--- config.mk ---
export PLATFORM = sky130hd
export DESIGN_NAME = flash_cmd_frontend
export DESIGN_NICKNAME = d
export VERILOG_FILES = /design/src/rtl/flash_cmd_pkg.sv /design/src/rtl/flash_cmd_decode.sv /design/src/rtl/flash_region_locks.sv /design/src/rtl/flash_irq_regs.sv /design/src/rtl/flash_cmd_frontend.sv
export SDC_FILE = /design/constraint.sdc
export NUM_CORES = 1
export LEC_CHECK = 0
export ABC_AREA = 1
export BUFFER_PORTS_ARGS = -buffer_cell sky130_fd_sc_hd__buf_2
export CAP_MARGIN = 20
export CELL_PAD_IN_SITES_DETAIL_PLACEMENT = 1
export CELL_PAD_IN_SITES_GLOBAL_PLACEMENT = 2
export CORE_MARGIN = 3
export CORE_UTILIZATION = 32
export DETAILED_ROUTE_END_ITERATION = 6
export PLACE_DENSITY = 0.79
export SLEW_MARGIN = 10
export SYNTH_ARGS = -nofsm -noshare
export SYNTH_HDL_FRONTEND = slang
export SYNTH_SLANG_ARGS = --single-unit
--- constraint.sdc ---
create_clock -name clk_i -period 3.7 [get_ports clk_i]
set_clock_uncertainty 0.2 [all_clocks]
set_input_delay 0.74 -clock clk_i [delete_from_list [all_inputs] [get_ports clk_i]]
set_output_delay 0.74 -clock clk_i [all_outputs]
set_load 0.02 [all_outputs]
--- src/rtl/flash_cmd_pkg.sv ---
package flash_cmd_pkg;

  localparam logic [7:0] CMD_KEY = 8'hA5;

  localparam logic [7:0] OFS_CMD     = 8'h04;
  localparam logic [7:0] OFS_IEN_CLR = 8'h0C;
  localparam logic [7:0] OFS_IEN_SET = 8'h0E;
  localparam logic [7:0] OFS_FLAG    = 8'h10;
  localparam logic [7:0] OFS_STAT    = 8'h12;
  localparam logic [7:0] OFS_ADDR    = 8'h14;

  localparam int NUM_FLAGS = 4;
  localparam int FLG_DONE  = 0;
  localparam int FLG_ADDR  = 1;
  localparam int FLG_PROG  = 2;
  localparam int FLG_LOCK  = 3;

  typedef enum logic [6:0] {
    OP_ERASE_PAGE  = 7'h00,
    OP_ERASE_BLOCK = 7'h01,
    OP_WRITE_PAGE  = 7'h03,
    OP_WRITE_QUAD  = 7'h04,
    OP_SOFT_RST    = 7'h10,
    OP_LOCK        = 7'h11,
    OP_UNLOCK      = 7'h12,
    OP_BUF_CLR     = 7'h15,
    OP_CE_LOCK     = 7'h18,
    OP_CE_UNLOCK   = 7'h19,
    OP_BP_OFF      = 7'h1A,
    OP_BP_ON       = 7'h1B
  } opcode_e;

  typedef struct packed {
    logic valid;
    logic array_op;
    logic modifies;
    logic needs_addr;
    logic do_lock;
    logic do_unlock;
    logic soft_rst;
    logic bp_dis_set;
    logic bp_dis_clr;
    logic ce_set;
    logic ce_clr;
  } cmd_dec_t;

endpackage

--- src/rtl/flash_cmd_decode.sv ---
module flash_cmd_decode
  import flash_cmd_pkg::*;
(
  input  logic [15:0] word_i,
  output logic        key_ok_o,
  output cmd_dec_t    dec_o
);

  cmd_dec_t d;

  always_comb begin
    d = '0;
    unique case (word_i[6:0])
      OP_ERASE_PAGE, OP_ERASE_BLOCK, OP_WRITE_PAGE, OP_WRITE_QUAD: begin
        d.valid = 1'b1; d.array_op = 1'b1; d.modifies = 1'b1; d.needs_addr = 1'b1;
      end
      OP_BUF_CLR:   begin d.valid = 1'b1; d.array_op = 1'b1; end
      OP_LOCK:      begin d.valid = 1'b1; d.do_lock = 1'b1; d.needs_addr = 1'b1; end
      OP_UNLOCK:    begin d.valid = 1'b1; d.do_unlock = 1'b1; d.needs_addr = 1'b1; end
      OP_SOFT_RST:  begin d.valid = 1'b1; d.soft_rst = 1'b1; end
      OP_BP_OFF:    begin d.valid = 1'b1; d.bp_dis_set = 1'b1; end
      OP_BP_ON:     begin d.valid = 1'b1; d.bp_dis_clr = 1'b1; end
      OP_CE_LOCK:   begin d.valid = 1'b1; d.ce_set = 1'b1; end
      OP_CE_UNLOCK: begin d.valid = 1'b1; d.ce_clr = 1'b1; end
      default:      d = '0;
    endcase
  end

  assign key_ok_o = (word_i[15:8] == CMD_KEY);

  // A bad key masks every decoded action.
  assign dec_o = key_ok_o ? d : '0;

endmodule

--- src/rtl/flash_region_locks.sv ---
module flash_region_locks #(
  parameter int NUM_REGIONS = 32,
  parameter int IDX_W       = 6
) (
  input  logic             clk_i,
  input  logic             rst_ni,
  input  logic             set_i,
  input  logic             clr_i,
  input  logic             clr_all_i,
  input  logic [IDX_W-1:0] idx_i,
  output logic             locked_o
);

  logic [NUM_REGIONS-1:0] lock_q;

  for (genvar i = 0; i < NUM_REGIONS; i++) begin : g_region
    logic hit;
    assign hit = (idx_i == IDX_W'(i));

    always_ff @(posedge clk_i or negedge rst_ni) begin
      if (!rst_ni)               lock_q[i] <= 1'b0;
      else if (clr_all_i)        lock_q[i] <= 1'b0;
      else if (hit && set_i)     lock_q[i] <= 1'b1;
      else if (hit && clr_i)     lock_q[i] <= 1'b0;
    end


    lock_set_chk: assert property (@(posedge clk_i) disable iff (!rst_ni)
      set_i && hit && !clr_all_i |=> lock_q[i]);


    lock_wipe_chk: assert property (@(posedge clk_i) disable iff (!rst_ni)
      clr_all_i |=> !lock_q[i]);
  end

  always_comb begin
    locked_o = 1'b0;
    for (int i = 0; i < NUM_REGIONS; i++)
      if (idx_i == IDX_W'(i)) locked_o = lock_q[i];
  end

endmodule

--- src/rtl/flash_irq_regs.sv ---
module flash_irq_regs #(
  parameter int NF = 4
) (
  input  logic          clk_i,
  input  logic          rst_ni,
  input  logic          en_set_we_i,
  input  logic          en_clr_we_i,
  input  logic          en_clr_all_i,
  input  logic          flag_clr_we_i,
  input  logic [NF-1:0] wdata_i,
  input  logic [NF-1:0] flag_set_i,
  output logic [NF-1:0] en_o,
  output logic [NF-1:0] flag_o,
  output logic          irq_o
);

  logic [NF-1:0] en_q, flag_q;

  always_ff @(posedge clk_i or negedge rst_ni) begin
    if (!rst_ni) begin
      en_q <= '0;
    end else if (en_clr_all_i) begin
      en_q <= '0;
    end else if (en_set_we_i) begin
      en_q <= en_q | wdata_i;
    end else if (en_clr_we_i) begin
      en_q <= en_q & ~wdata_i;
    end
  end

  // A completing event wins over a simultaneous clear.
  always_ff @(posedge clk_i or negedge rst_ni) begin
    if (!rst_ni) flag_q <= '0;
    else         flag_q <= (flag_q & ~(flag_clr_we_i ? wdata_i : '0)) | flag_set_i;
  end

  assign en_o   = en_q;
  assign flag_o = flag_q;
  assign irq_o  = |(flag_q & en_q);


  flag_w1c_chk: assert property (@(posedge clk_i) disable iff (!rst_ni)
    flag_clr_we_i && wdata_i[0] && !flag_set_i[0] |=> !flag_o[0]);


  en_set_chk: assert property (@(posedge clk_i) disable iff (!rst_ni)
    en_set_we_i && !en_clr_all_i |=> ((en_o & $past(wdata_i)) == $past(wdata_i)));


  irq_quiet_chk: assert property (@(posedge clk_i) disable iff (!rst_ni)
    en_clr_all_i |=> !irq_o);

endmodule

--- src/rtl/flash_cmd_frontend.sv ---
module flash_cmd_frontend
  import flash_cmd_pkg::*;
#(
  parameter int ADDR_W       = 16,
  parameter int REGION_SHIFT = 10,
  parameter int NUM_REGIONS  = 32,
  parameter int BOOT_REGIONS = 2
) (
  input  logic              clk_i,
  input  logic              rst_ni,
  input  logic              reg_we_i,
  input  logic [7:0]        reg_addr_i,
  input  logic [15:0]       reg_wdata_i,
  output logic [15:0]       reg_rdata_o,
  output logic              op_req_o,
  output logic [6:0]        op_code_o,
  output logic [ADDR_W-1:0] op_addr_o,
  input  logic              op_ack_i,
  output logic              irq_o
);

  localparam int IDX_W = ADDR_W - REGION_SHIFT;
  localparam logic [IDX_W:0] NREG  = (IDX_W+1)'(NUM_REGIONS);
  localparam logic [IDX_W:0] NBOOT = (IDX_W+1)'(BOOT_REGIONS);

  logic              busy_q, bpdis_q, celock_q;
  logic [6:0]        code_q;
  logic [ADDR_W-1:0] addr_q, op_addr_q;

  logic            cmd_we, take, accepted, addr_bad, boot_hit, locked;
  logic            addr_fail, lock_fail, launch, internal_done;
  logic            key_ok;
  cmd_dec_t        dec;
  logic [IDX_W-1:0] idx;
  logic [NUM_FLAGS-1:0] flag_set, en, flags;

  flash_cmd_decode u_dec (
    .word_i   (reg_wdata_i),
    .key_ok_o (key_ok),
    .dec_o    (dec)
  );

  assign cmd_we   = reg_we_i && (reg_addr_i == OFS_CMD);
  assign take     = cmd_we && !busy_q;
  assign accepted = take && dec.valid;

  assign idx      = addr_q[ADDR_W-1:REGION_SHIFT];
  assign addr_bad = {1'b0, idx} >= NREG;
  assign boot_hit = ({1'b0, idx} < NBOOT) && !bpdis_q;

  assign addr_fail     = accepted && dec.needs_addr && addr_bad;
  assign lock_fail     = accepted && dec.modifies && !addr_bad && (locked || boot_hit);
  assign launch        = accepted && dec.array_op && !addr_fail && !lock_fail;
  assign internal_done = accepted && !dec.array_op && !addr_fail;

  flash_region_locks #(
    .NUM_REGIONS (NUM_REGIONS),
    .IDX_W       (IDX_W)
  ) u_locks (
    .clk_i     (clk_i),
    .rst_ni    (rst_ni),
    .set_i     (accepted && dec.do_lock && !addr_bad),
    .clr_i     (accepted && dec.do_unlock && !addr_bad),
    .clr_all_i (accepted && dec.soft_rst),
    .idx_i     (idx),
    .locked_o  (locked)
  );

  always_comb begin
    flag_set           = '0;
    flag_set[FLG_DONE] = (busy_q && op_ack_i) || addr_fail || lock_fail || internal_done;
    flag_set[FLG_ADDR] = addr_fail;
    flag_set[FLG_PROG] = take && !dec.valid;
    flag_set[FLG_LOCK] = lock_fail;
  end

  flash_irq_regs #(.NF(NUM_FLAGS)) u_irq (
    .clk_i         (clk_i),
    .rst_ni        (rst_ni),
    .en_set_we_i   (reg_we_i && reg_addr_i == OFS_IEN_SET),
    .en_clr_we_i   (reg_we_i && reg_addr_i == OFS_IEN_CLR),
    .en_clr_all_i  (accepted && dec.soft_rst),
    .flag_clr_we_i (reg_we_i && reg_addr_i == OFS_FLAG),
    .wdata_i       (reg_wdata_i[NUM_FLAGS-1:0]),
    .flag_set_i    (flag_set),
    .en_o          (en),
    .flag_o        (flags),
    .irq_o         (irq_o)
  );

  always_ff @(posedge clk_i or negedge rst_ni) begin
    if (!rst_ni) begin
      busy_q    <= 1'b0;
      code_q    <= '0;
      op_addr_q <= '0;
    end else if (launch) begin
      busy_q    <= 1'b1;
      code_q    <= reg_wdata_i[6:0];
      op_addr_q <= addr_q;
    end else if (busy_q && op_ack_i) begin
      busy_q    <= 1'b0;
    end
  end

  always_ff @(posedge clk_i or negedge rst_ni) begin
    if (!rst_ni) begin
      addr_q <= '0;
    end else if (reg_we_i && reg_addr_i == OFS_ADDR) begin
      addr_q <= reg_wdata_i[ADDR_W-1:0];
    end
  end

  always_ff @(posedge clk_i or negedge rst_ni) begin
    if (!rst_ni) begin
      bpdis_q  <= 1'b0;
      celock_q <= 1'b0;
    end else if (accepted) begin
      if (dec.soft_rst || dec.bp_dis_clr) bpdis_q <= 1'b0;
      else if (dec.bp_dis_set)            bpdis_q <= 1'b1;
      if (dec.soft_rst || dec.ce_clr)     celock_q <= 1'b0;
      else if (dec.ce_set)                celock_q <= 1'b1;
    end
  end

  assign op_req_o  = busy_q;
  assign op_code_o = code_q;
  assign op_addr_o = op_addr_q;

  always_comb begin
    reg_rdata_o = '0;
    case (reg_addr_i)
      OFS_IEN_CLR, OFS_IEN_SET: reg_rdata_o[NUM_FLAGS-1:0] = en;
      OFS_FLAG:                 reg_rdata_o[NUM_FLAGS-1:0] = flags;
      OFS_STAT:                 reg_rdata_o[2:0] = {celock_q, bpdis_q, !busy_q};
      OFS_ADDR:                 reg_rdata_o[ADDR_W-1:0] = addr_q;
      default:                  reg_rdata_o = '0;
    endcase
  end


  op_hold_chk: assert property (@(posedge clk_i) disable iff (!rst_ni)
    op_req_o && !op_ack_i |=> op_req_o && $stable(op_code_o) && $stable(op_addr_o));


  busy_drop_chk: assert property (@(posedge clk_i) disable iff (!rst_ni)
    op_req_o && !op_ack_i |=> $stable(bpdis_q) && $stable(celock_q));


  bad_key_chk: assert property (@(posedge clk_i) disable iff (!rst_ni)
    cmd_we && !key_ok && !op_req_o |=> flags[FLG_PROG] && !op_req_o);


  bp_stable_chk: assert property (@(posedge clk_i) disable iff (!rst_ni)
    !cmd_we |=> $stable(bpdis_q));


  addr_err_chk: assert property (@(posedge clk_i) disable iff (!rst_ni)
    addr_fail |=> flags[FLG_ADDR] && flags[FLG_DONE] && !op_req_o);

endmodule

# Yosys cells after proc, flatten, opt, wreduce, memory -nomap -nowiden
# Cells that the tools add are included.
totals:
  ff_bits: 82
  inputBits: 28
classes:
  magnitude_cmp: 2
  eq_ne: 49
  mux: 153
  n_bitwise: 7
  reduce_logical: 148
op_table:
  columns: ["op", "n"]
  rows:
  - ["1-bit 2-to-1 mux", 145]
  - ["3-bit nonzero test", 33]
  - ["6-bit by 5-bit == test with 1-bit output (second input constant)", 16]
  - ["1-bit logical AND", 89]
  - ["7-bit by 5-bit == test with 1-bit output (second input constant)", 8]
  - ["6-bit by 4-bit == test with 1-bit output (second input constant)", 8]
  - ["6-bit by 3-bit == test with 1-bit output (second input constant)", 4]
  - ["8-bit by 5-bit == test with 1-bit output (second input constant)", 3]
  - ["8-bit by 4-bit == test with 1-bit output (second input constant)", 2]
  - ["4-bit 2-to-1 mux", 4]
  - ["4-bit bitwise AND", 3]
  - ["6-bit by 2-bit == test with 1-bit output (second input constant)", 2]
  - ["12-bit 2-to-1 mux", 1]
  - ["3-bit one-hot mux with 4 select lines", 1]
  - ["12-bit OR reduction", 1]
  - ["11-bit 2-to-1 mux", 1]
  - ["8-bit by 3-bit == test with 1-bit output (second input constant)", 1]
  - ["8-bit == test (second input constant)", 1]
  - ["4-bit inverter", 2]
  - ["4-bit OR", 2]
  - ["4-bit OR reduction", 2]
  - ["7-bit by 1-bit == test with 1-bit output (second input constant)", 1]
  - ["7-bit by 2-bit == test with 1-bit output (second input constant)", 1]
  - ["7-bit by 3-bit == test with 1-bit output (second input constant)", 1]
  - ["other kinds (13)", 27]

# Longest topological paths before layout
depth:
  ltp_word: 38
  mapped_depth: 30
  mapped_depth_nobuf: 29

# Hierarchy
# A second synthesis with hierarchy kept.
unflattened:
  cells_unflattened: 685
  area_unflattened_um2: 4770.8
modules_own_cells:
  columns: ["module", "instances", "cells_per_inst", "area_each_um2", "seq_area_each_um2"]
  rows:
  - ["flash_cmd_frontend", 1, 282, 2150.8, 1051.0]
  - ["flash_region_locks", 1, 299, 1975.6, 800.8]
  - ["flash_irq_regs", 1, 54, 410.4, 200.2]
  - ["flash_cmd_decode", 1, 50, 234.0, 0.0]

# Worst setup path before layout
# OpenSTA, ideal clock, no wires.
synth_path:
  path_type: "input to output"
  startpoint: "input reg_addr_i[7]"
  endpoint: "output reg_rdata_o[3]"
  t_arrival_ps: 1966
  required_ps: 2760
  path_slack_ps: 794
  cell_stages: 7
  path_buffers: 0
  path_cell_list: "nor2_1 > inv_1 > nor3_1 > inv_1 > nor4_1 > inv_1 > o211ai_1"
synth_between:
  elab_chain_len: 3
  elab_cells_between_ends: 6
  cone_classes: "eq/ne: 4; mux: 1; reduce/logical: 1"
synth_rtl:
  columns: ["item", "line", "source"]
  rows:
  - ["from (decl)", "flash_cmd_frontend.sv:12", "input logic [7:0] reg_addr_i,"]
  - ["8-bit by 4-bit == test with 1-bit output", "flash_cmd_frontend.sv:131", "case (reg_addr_i)"]
  - ["2-bit OR reduction", "flash_cmd_frontend.sv:131", null]
  - ["1-bit one-hot mux with 3 select lines (*)", "flash_cmd_frontend.sv:131", null]
  - ["to (decl)", "flash_cmd_frontend.sv:14", "output logic [15:0] reg_rdata_o,"]
# Mark *: on every way between the ends. The rest lies on a longest branch, timed or not.

# Worst setup path after layout
layout_path:
  startpoint: "register addr_q[14]"
  endpoint: "register op_addr_q[10] (netlist: op_addr_o[10])"
layout_between:
  elab_chain_len: 37
  elab_cells_between_ends: 76
  cone_classes: "order compare: 2; eq/ne: 31; mux: 32; reduce/logical: 11"
layout_rtl:
  columns: ["item", "line", "source"]
  rows:
  - ["from (decl)", "flash_cmd_frontend.sv:28", "logic [ADDR_W-1:0] addr_q, op_addr_q;"]
  - ["from (signal assigned)", "flash_cmd_frontend.sv:109", "addr_q <= reg_wdata_i[ADDR_W-1:0];"]
  - ["6-bit zero test", "flash_region_locks.sv:39", "if (idx_i == IDX_W'(i)) locked_o = lock_q[i];"]
  - ["1-bit 2-to-1 mux (32 in a row)", "flash_region_locks.sv:39", null]
  - ["1-bit logical OR", "flash_cmd_frontend.sv:52", "assign lock_fail = accepted && dec.modifies && !addr_bad && (locked || boot_hit);"]
  - ["1-bit logical AND", "flash_cmd_frontend.sv:52", null]
  - ["1-bit zero test", "flash_cmd_frontend.sv:53", "assign launch = accepted && dec.array_op && !addr_fail && !lock_fail;"]
  - ["1-bit logical AND (*)", "flash_cmd_frontend.sv:53", null]
  - ["to (signal assigned)", "flash_cmd_frontend.sv:99", "op_addr_q <= addr_q;"]
  - ["to (decl)", "flash_cmd_frontend.sv:28", null]
# Marks and branches as above.
# A chain may end at the register's enable or synchronous reset.

==> flow_summary.toml <==
[outcome]
status = "completed"

[clocking]
h-tree-depth = 3
cts.sinks = 82
clk_latency_ns = 0.35
post_cts_resized = 0
clockBufferDepth = 2
cts_setup_buffers = 0
cts_buffers = 9
clkTransAtPathRegs_ns = 0.07
clock-root-buffer = "clkbuf_16"
ctsHoldBuffers = 0
cts_tree = "yes"

[setup_path]
start_kind = "flip-flop"
cp.required_ns = 3.73
end_kind = "flip-flop"
critPathKind = "reg -> reg"
r2r_slack_ns = 0.44
r2r-start = "addr_q[14]$_DFFE_PN0P_"
reg2reg_to = "op_addr_o[10]$_DFFE_PN0P_"
ff2ff_path_depth = 27
critPathMaxFanout = 21
arrival_ns = 3.29

[synth]
ys_types = 29
syn-num-nets = 632
syn_avg_cell_area_um2 = 7.27
netlist_instances = 604
synth_area_leaders = "dfrtp_1, nand2_1, nor2_1"
synth_top_area_cell = "dfrtp_1"
synth_area_um2 = 4390
yosysWarnings = 0
ys_ff_latch = 82
yosysSeqAreaShare_pct = 46.7
post-synth-top-area-fraction_pct = 46.7

[sta]
rsz0062_at_grt = "false"
slew_headroom_pct = 56.3
hold_violations = 0
tightest_slew_ns = 0.656
clock.fmax_mhz = 307
finalSetupViolations = 0
tns_ns = 0
period_share_pct = 88.1
final_max_slew_viol_count = 0
fin_ws_ns = 0.441
post-route-min-period_ns = 3.26

[layout]
layout-drive-gt1-share_pct = 17.5
nNetsFinal = 708
syn2layout_area_growth_pct = 21.7
final_core_util_pct = 40.0
diodes = 0
nFillCells = 1710

[power_and_ir_drop]
p_sw_w = 0.000505
pwr-share-comb_pct = 7.2
switching_share_pct = 24.4
power_density_nw_per_um2 = 387
clkPwrFrac_pct = 48.3
power_frac_seq_pct = 44.5
p_leak_nw = 2.78
vdd_ir_drop_max_mv = 0.187
p_int_w = 0.00157

[global_routing]
grt_pass1_wl_um = 22500
grt.total_usage_pct = 19.0
antenna_found_initial = 0
gr-total-overflow = 0
grt_max_degree = 49
grt_pass1_vias = 4473

[place]
port_buffers = 68
place_ws_ns = 0.157
dp_hpwl_um = 9950
gp_congestion = 0.895

[detailed_routing]
routed_wl_um = 13500
wl_per_cell_um = 15.7
avgViaCountPerCell = 4.89
drt_iter0_drc = 196
vias = 4206
drc_errors = 0
ant_nets = 0
drtPass1Iterations = 5

[min_path]
hold_path_class = "in -> async"

[flow_run]
drv_cap = 0

[floorplan]
row_count = 42
pin_count = 69
dieArea_um2 = 15200
fp.dieW_um = 123
start_util_pct = 32.9
die_height_um = 123
core-area_um2 = 13300
-- flip-flops by register name, summed over array words and instances, names as in the netlist --
name / cells
op_req_o: 1
bpdis_q: 1
u_irq.flag_o: 4
celock_q: 1
addr_q: 16
op_addr_o: 16
u_locks.lock_q: 32
op_code_o: 7
u_irq.en_o: 4
-- per-layer routing --
layer,up-vias,GRT usage [%],routed length (µm)
met3,13,2.74,360
li1,2073,-,-
met1,2060,25.3,6420
met5,-,0,0
met2,60,31.6,6500
met4,0,6.51,212
-- placed cells by master (no fill, tap or decap), types with 2 or more instances in the layout --
master | synthesis | final
buf_4 | 3 | 17
a21oi_1 | 33 | 33
clkbuf_16 | 0 | 9
clkinv_4 | 0 | 2
a21boi_0 | 3 | 3
nor4_1 | 3 | 3
dfrtp_1 | 82 | 82
o21ai_1 | 2 | 2
buf_2 | 6 | 67
bufinv_16 | 0 | 2
nand2_4 | 2 | 2
o2111ai_1 | 3 | 3
inv_2 | 3 | 3
a22oi_1 | 22 | 22
nor2_2 | 6 | 7
inv_1 | 73 | 73
nand2_1 | 168 | 168
nor2_1 | 101 | 100
nor4_4 | 0 | 2
nand3_1 | 28 | 28
nand4_1 | 9 | 9
o21ai_0 | 29 | 29
nor3_1 | 5 | 5
clkinv_1 | 2 | 2
-- power by group through the flow --
stage                     clock network (W)  registers (W)   logic, W
after floorplan                           0       0.000936  0.0000749
after global placement                    0       0.000939   0.000150
after detailed placement                  0       0.000939   0.000152
after CTS                           0.00103       0.000922   0.000153
after global routing                0.00106       0.000923   0.000170
final                              0.000999       0.000922   0.000149
-- cell families after synthesis --
logic type,after synthesis,synth area share (%)
flip-flops,82,46.7
AO/OA/AOI/OAI,95,12.7
buffers and inverters,99,9.23
AND/OR/NAND/NOR,328,31.3
-- worst max-delay path: stages (launching register included) --
cell     delay [ns]
dfrtp_1        0.42
nor2_4         0.09
inv_2          0.24
nor2_1         0.13
a21oi_1        0.16
nand4_1        0.11
nand2_1        0.07
nand4_1        0.09
nand2_1        0.08
nand2_1        0.05
nand2_1        0.05
nand3_1        0.07
nand2_1        0.07
nand3_1        0.07
nand2_1        0.07
nand4_1        0.07
nand2_1        0.07
nand2_1        0.05
nand2_1        0.05
nand4_1        0.07
nand2_1        0.08
nand2_1        0.06
nand2_1        0.07
nand2_2        0.06
nand2_4        0.18
nand2_4        0.21
nand2_1        0.14
nand2_1        0.07
-- per-stage QoR --
| step | instance area [µm²] | std cells | hold WS (ns) | power, W |
|---|---|---|---|---|
| 2_1_floorplan | 4390 | 604 | 0.244 | 0.00101 |
| 3_3_place_gp | 5000 | 844 | 0.251 | 0.00109 |
| 3_5_place_dp | 5000 | 844 | 0.261 | 0.00109 |
| 4_1_cts | 5330 | 860 | 0.237 | 0.00210 |
| 5_1_grt | 5350 | 861 | 0.262 | 0.00216 |
| 6_report | 5350 | 861 | 0.211 | 0.00207 |
-- Yosys cell counts, drive strengths merged --
library cell / instances
nand2: 171
nor2: 108
dfrtp: 82
inv: 76
a21oi: 33
o21ai: 31
nand3: 29
a22oi: 22
buf: 11
clkbuf: 10
nand4: 9
nor4: 6
nor3: 5
a21boi: 3
o2111ai: 3
clkinv: 2
a221oi: 1
o211ai: 1
o31ai: 1
-- layout make-up --
cell class | count | area (µm²) | share of cell area, %
Clock buffer | 10 | 239 | 4.47
Tap cell | 176 | 220 | 4.12
Inverter | 78 | 293 | 5.48
Multi-Input combinational cell | 423 | 1950 | 36.5
Timing Repair Buffer | 86 | 498 | 9.32
Sequential cell | 82 | 2050 | 38.4
Clock inverter | 6 | 90.1 | 1.69
-- how the worst max path moves through the flow --
stage	to	cells past startpoint	slack, ns	start
after floorplan	reg_rdata_o[3]	7	0.79	reg_addr_i[7]
after global placement	op_req_o$_DFFE_PN0P_	16	0.17	reg_wdata_i[0]
after detailed placement	op_addr_o[10]$_DFFE_PN0P_	17	0.16	reg_wdata_i[0]
after CTS	op_addr_o[10]$_DFFE_PN0P_	27	0.38	addr_q[14]$_DFFE_PN0P_
after global routing	op_addr_o[10]$_DFFE_PN0P_	26	0.01	addr_q[13]$_DFFE_PN0P_
final	op_addr_o[10]$_DFFE_PN0P_	27	0.44	addr_q[14]$_DFFE_PN0P_
Power figures use the tool's default switching activity.
